### src/rtl/ide_pio_pkg.sv
package ide_pio_pkg;
    localparam int REG_W    = 8;
    localparam int NUM_REGS = 7;
    localparam int ADDR_W   = 3;

    // register indices (selection logic depends on them)
    localparam int IX_P0_SETUP  = 0;
    localparam int IX_P0_DATA   = 1;
    localparam int IX_P1_SETUP  = 2;
    localparam int IX_P1_DATA   = 3;
    localparam int IX_SEC_SETUP = 4;
    localparam int IX_SEC_DATA  = 5;
    localparam int IX_CMD_DATA  = 6;

    typedef enum logic [1:0] {
        ST_IDLE,
        ST_SETUP,
        ST_ACTIVE,
        ST_RECOVER
    } pio_state_e;
endpackage

### src/rtl/ide_pio_regs.sv
module ide_pio_regs
    import ide_pio_pkg::*;
#(
    parameter int RW = REG_W,
    parameter int NR = NUM_REGS,
    parameter int AW = ADDR_W
) (
    input  logic                  clk,
    input  logic                  rst_n,
    input  logic                  we,
    input  logic [AW-1:0]         addr,
    input  logic [RW-1:0]         wdata,
    output logic [NR-1:0][RW-1:0] regs
);
    for (genvar i = 0; i < NR; i++) begin : g_reg
        always_ff @(posedge clk or negedge rst_n) begin
            if (!rst_n) begin
                regs[i] <= '0;
            end else if (we && (addr == AW'(i))) begin
                regs[i] <= wdata;
            end
        end
    end
endmodule

### src/rtl/ide_pio_tsel.sv
module ide_pio_tsel
    import ide_pio_pkg::*;
#(
    parameter int CW = 5
) (
    input  logic [NUM_REGS-1:0][REG_W-1:0] regs,
    input  logic                           chan,
    input  logic                           drive,
    input  logic                           cmd,
    input  logic                           late_rev,
    output logic [CW-1:0]                  setup_len,
    output logic [CW-1:0]                  act_len,
    output logic [CW-1:0]                  rec_len
);
    logic [REG_W-1:0] setup_reg;
    logic [REG_W-1:0] data_reg;
    logic [3:0]       act_nib;
    logic [3:0]       rec_nib;

    always_comb begin
        if (chan) begin
            setup_reg = regs[IX_SEC_SETUP];
            data_reg  = regs[IX_SEC_DATA];
        end else if (drive) begin
            setup_reg = regs[IX_P1_SETUP];
            data_reg  = regs[IX_P1_DATA];
        end else begin
            setup_reg = regs[IX_P0_SETUP];
            data_reg  = regs[IX_P0_DATA];
        end
        if (cmd) begin
            data_reg = regs[IX_CMD_DATA];
        end
    end

    assign act_nib = data_reg[7:4];
    assign rec_nib = data_reg[3:0];

    always_comb begin
        unique case (setup_reg[7:6])
            2'b00: setup_len = CW'(4);
            2'b01: setup_len = CW'(2);
            2'b10: setup_len = CW'(3);
            2'b11: setup_len = CW'(5);
        endcase
        act_len = (act_nib == 4'd0) ? CW'(16) : CW'(act_nib);
        rec_len = ((rec_nib == 4'd0) ? CW'(16) : CW'(rec_nib)) + CW'(late_rev);
    end
endmodule

### src/rtl/ide_pio_strobe_gen.sv
module ide_pio_strobe_gen
    import ide_pio_pkg::*;
#(
    parameter int CNT_W = 5
) (
    input  logic              clk,
    input  logic              rst_n,
    input  logic              cfg_we,
    input  logic [ADDR_W-1:0] cfg_addr,
    input  logic [REG_W-1:0]  cfg_wdata,
    input  logic              late_rev,
    input  logic              req_valid,
    input  logic              req_chan,
    input  logic              req_drive,
    input  logic              req_write,
    input  logic              req_cmd,
    input  logic              iordy,
    output logic              dior_n,
    output logic              diow_n,
    output logic              busy,
    output logic              done,
    output logic [1:0]        ra_off_sec
);
    localparam logic [CNT_W-1:0] ONE = CNT_W'(1);

    logic [NUM_REGS-1:0][REG_W-1:0] regs;
    logic [CNT_W-1:0] setup_len, act_len, rec_len;
    logic [CNT_W-1:0] act_q, rec_q, cnt_q;
    logic             wr_q;
    pio_state_e       state_q;

    ide_pio_regs #(.RW(REG_W), .NR(NUM_REGS), .AW(ADDR_W)) u_regs (
        .clk   (clk),
        .rst_n (rst_n),
        .we    (cfg_we),
        .addr  (cfg_addr),
        .wdata (cfg_wdata),
        .regs  (regs)
    );

    ide_pio_tsel #(.CW(CNT_W)) u_tsel (
        .regs      (regs),
        .chan      (req_chan),
        .drive     (req_drive),
        .cmd       (req_cmd),
        .late_rev  (late_rev),
        .setup_len (setup_len),
        .act_len   (act_len),
        .rec_len   (rec_len)
    );

    // state register and phase counter
    always_ff @(posedge clk or negedge rst_n) begin
        if (!rst_n) begin
            state_q <= ST_IDLE;
            cnt_q   <= '0;
            act_q   <= '0;
            rec_q   <= '0;
            wr_q    <= 1'b0;
        end else begin
            unique case (state_q)
                ST_IDLE: begin
                    if (req_valid) begin
                        state_q <= ST_SETUP;
                        cnt_q   <= setup_len;
                        act_q   <= act_len;
                        rec_q   <= rec_len;
                        wr_q    <= req_write;
                    end
                end
                ST_SETUP: begin
                    if (cnt_q == ONE) begin
                        state_q <= ST_ACTIVE;
                        cnt_q   <= act_q;
                    end else begin
                        cnt_q <= cnt_q - ONE;
                    end
                end
                ST_ACTIVE: begin
                    if (cnt_q == ONE) begin
                        if (iordy) begin
                            state_q <= ST_RECOVER;
                            cnt_q   <= rec_q;
                        end
                    end else begin
                        cnt_q <= cnt_q - ONE;
                    end
                end
                ST_RECOVER: begin
                    if (cnt_q == ONE) begin
                        state_q <= ST_IDLE;
                    end else begin
                        cnt_q <= cnt_q - ONE;
                    end
                end
            endcase
        end
    end

    // outputs
    always_comb begin
        dior_n = 1'b1;
        diow_n = 1'b1;
        busy   = (state_q != ST_IDLE);
        done   = (state_q == ST_RECOVER) && (cnt_q == ONE);
        if (state_q == ST_ACTIVE) begin
            if (wr_q) diow_n = 1'b0;
            else      dior_n = 1'b0;
        end
    end

    assign ra_off_sec = regs[IX_SEC_SETUP][3:2];
endmodule

### config.mk
export PLATFORM = sky130hd
export DESIGN_NAME = ide_pio_strobe_gen
export DESIGN_NICKNAME = d
export VERILOG_FILES = /design/src/rtl/ide_pio_pkg.sv /design/src/rtl/ide_pio_regs.sv /design/src/rtl/ide_pio_tsel.sv /design/src/rtl/ide_pio_strobe_gen.sv
export SDC_FILE = /design/constraint.sdc
export NUM_CORES = 1
export LEC_CHECK = 0
export CORE_MARGIN = 2
export CORE_UTILIZATION = 55
export CTS_BUF_LIST = sky130_fd_sc_hd__clkbuf_4 sky130_fd_sc_hd__clkbuf_8 sky130_fd_sc_hd__clkbuf_16
export CTS_CLUSTER_DIAMETER = 200
export DETAILED_ROUTE_END_ITERATION = 10
export HOLD_SLACK_MARGIN = 0.03
export PLACE_DENSITY_LB_ADDON = 0.25
export SLEW_MARGIN = 5
export SYNTH_ARGS = -nofsm -noshare
export SYNTH_HDL_FRONTEND = slang
export SYNTH_SLANG_ARGS = --single-unit
### constraint.sdc
create_clock -name clk -period 2.7 [get_ports clk]
set_clock_uncertainty 0.2 [all_clocks]
set_input_delay 0.54 -clock clk [delete_from_list [all_inputs] [get_ports clk]]
set_output_delay 0.54 -clock clk [all_outputs]
set_load 0.02 [all_outputs]
==> run summary <==
Outcome: finished, final reports clean
Final Routed Wirelength: 6.317 mm
Final nets: 341
Highest achievable clock rate: 397.0 MHz
Unrepaired setup endpoints after global routing: no
Dominant cells by area after synthesis: dfrtp_1 48%, mux2_2 16%, ha_1 4.6%, nand2_1 3.1%, mux2i_1 2.3%
Critical path arrival: 2.57 ns
Fillers: 415
Insertion delay of the later-clocked pin in the worst-skew pair: 0.33 ns
Reg-to-reg critical path startpoint: cnt_q[1]
Peak supply drop: 0.4669 mV
Worst Hold Margin: 0.04198 ns
Combined global-route utilization of all metal layers: 22.98%
Proportion of synthesized chip area in sequential cells: 48.21%
Y dimension of the die: 77.98 µm
Final worst-path cycle share: 93.30%
Full die area: 0.006081 mm²
Required time reported for the critical path endpoint: 2.75 ns
Synthesis warning total: 0
Tightest Pin Transition: 0.6704 ns
Post-synth EDFFs: 0
Number of placed I/O pins: 27
Net count of the mapped netlist: 293
Number of global-route vias before repair: 2278
Hpwl dp: 4.618 mm
Reg-to-Reg End: cnt_q[2]
Placeable core region: 0.005205 mm²
Final design utilization: 70.41%
GR Overflow Total: 0
Vias per cell: 5.742
Setup violations, final: 0
Post-Synthesis Mean Instance Area: 11.53 µm²
Ys async rst share: 100.0%
Synth area leader: dfrtp_1
Clock tree buffer depth: 2
Per-cell routed wire length: 16.49 µm
Worst slew margin relative to its limit: 55.31%
Deepest level of the CTS H-tree: 3
Placer Congestion: 0.8513
Total iterations of the first detailed-routing run: 4
Hold Vio Cnt, Final: 0
Most instantiated flip-flop cell in the synthesis netlist: dfrtp_1
Global-route wire length before repair: 10.68 mm
Width of the die: 77.98 µm
DRC violations left: 0
Pin count of the biggest net entering global routing: 31
Clock tree from TritonCTS: built
Unique masters post-synth: 52
Kind of end point of the critical path: flop
Power Dens Cells: 898.8 mW/mm²
Number of maximum-capacitance violations: 0
Leak pwr: 1.652 nW
Post-DRT Antenna Nets: 0
Number of slew-limit violations in the final report: 0
FF-to-FF path depth: 6
Multi-input gate area in the final layout: 0.001446 mm²
FF+latch count, synth: 58
Startpoint class of the critical path: primary input
Minimum clock period after layout: 2.519 ns
Count of buffers from port buffering: 26
Storage element area: 0.001451 mm²
CTS Hold Bufs: 0
Antenna violations before repair: 0
Clk sink count: 58
Maximum fanout encountered on the critical timing path: 4
Vias: 2199
Number of DRC violations after detailed-routing iteration 0: 76
Number of placement rows: 26
Antenna Diode Count: 0
Crit path kind: primary input to flop
R2R Setup Slk: 0.62 ns
Number of cells produced by synthesis: 261
CTS Root Buffer Type: clkbuf_8
Total standard cell area after synthesis: 0.003010 mm²
Initial Utilization: 57.84%
Post-layout total power: 0.003294 W
Total CTS buffers: 9
Classification of the worst-slack hold path: primary input to async pin
Clock edge transition at the registers on the reported setup and hold paths: 0.06 ns
Area growth from synthesis to final layout: 21.74%
Post-synth top area share: 48.21%
Fraction of layout cells with a size suffix above 1: 28.75%
-- registers in the layout, summed over array words and instances, names as in the netlist --
register	count
u_regs.regs	40
act_q	5
cnt_q	5
rec_q	5
state_q	2
wr_q	1
-- cell type report --
type,count,share of cell area (%)
Sequential cell,58,39.60
Multi-Input combinational cell,179,39.47
Timing Repair Buffer,48,11.54
Clock buffer,13,4.712
Tap cell,70,2.390
Inverter,13,1.332
Clock inverter,2,0.9560
-- layer usage --
metal,global-route usage [%],part of all wire [%],vias up
li1,-,-,1048
met1,28.70,44,1082
met2,37.50,49,49
met3,4.302,3.1,20
met4,12.98,3.0,0
met5,0,0,-
-- cell usage in the layout, fill, tap and decap left out, drive strengths merged, types with 3 or more instances in the layout --
master	netlist	routed
and2	3	3
mux2i	7	7
nor2	11	11
a21oi	4	4
a22oi	3	3
dfrtp	58	58
buf	4	23
o21ai	9	9
nand2	25	25
nor3	4	4
nand2b	4	4
ha	11	11
o32ai	3	3
nor2b	3	3
clkbuf	7	13
mux2	43	43
o221ai	4	4
inv	13	13
clkdlybuf4s50	0	24
nand4b	3	3
nor3b	5	5
-- power breakdown --
part           internal, W  switching (W)
sequential         0.00113       0.000167
combinational     0.000595       0.000583
clock             0.000505       0.000314
-- synth_stat cells, drive strengths merged (2+ instances only) --
cell type and number:
or2b 2, inv 13, buf 4, mux2 43
o21ai 9, a22o 2, nor2b 3, a31oi 2
o221ai 4, nand2b 4, o21a 2, nor3b 5
nand4b 3, clkbuf 7, xnor2 2, o221a 2
nor2 11, ha 11, o32ai 3, a21oi 4
dfrtp 58, o311a 2, a211oi 2, mux2i 7
a22oi 3, nor3 4, and2 3, a41o 2
nand2 25
-- critical path, cell delays in order --
cell and delay (ns):
clkdlybuf4s50_1 0.51, nor3b_1 0.20, a21oi_1 0.15, a21boi_0 0.21, ha_1 0.21, inv_1 0.06
or4_1 0.52, a31oi_1 0.17
-- logic make-up after synthesis --
kind of cell / synth area share [%]
and+or+nand+nor: 12.26
muxes: 18.41
xor gates and xnor gates: 0.5820
DFF: 48.21
AOI/OAI and AO/OA: 12.14
adders and majority gates: 4.572
buffers and inverters: 3.823
-- worst max path at each step --
stage / endpoint / startpoint
after floorplan: rec_q[4] / req_cmd
after global placement: rec_q[3] / req_chan
after detailed placement: rec_q[3] / req_chan
after CTS: done / cnt_q[1]
after global routing: rec_q[3] / req_chan
final: rec_q[3] / req_chan
-- metrics by stage --
step	setup slack (ns)	instances	setup TNS, ns	area, µm²
after global routing	0.04504	383	0	3665
after global placement	-0.03175	368	-0.03175	3452
final	0.1810	383	0	3665
after detailed placement	-0.1544	368	-0.2925	3452
after CTS	0.01498	383	0	3660
after floorplan	0.5124	261	0	3010
-- repair_timing --
action	in CTS	in global routing
setup buffers	0	0
resized for setup	0	2
endpoints found under the setup margin	0	3
hold endpoints to repair	0	0
Note: power is estimated with default switching activity, not from simulation.
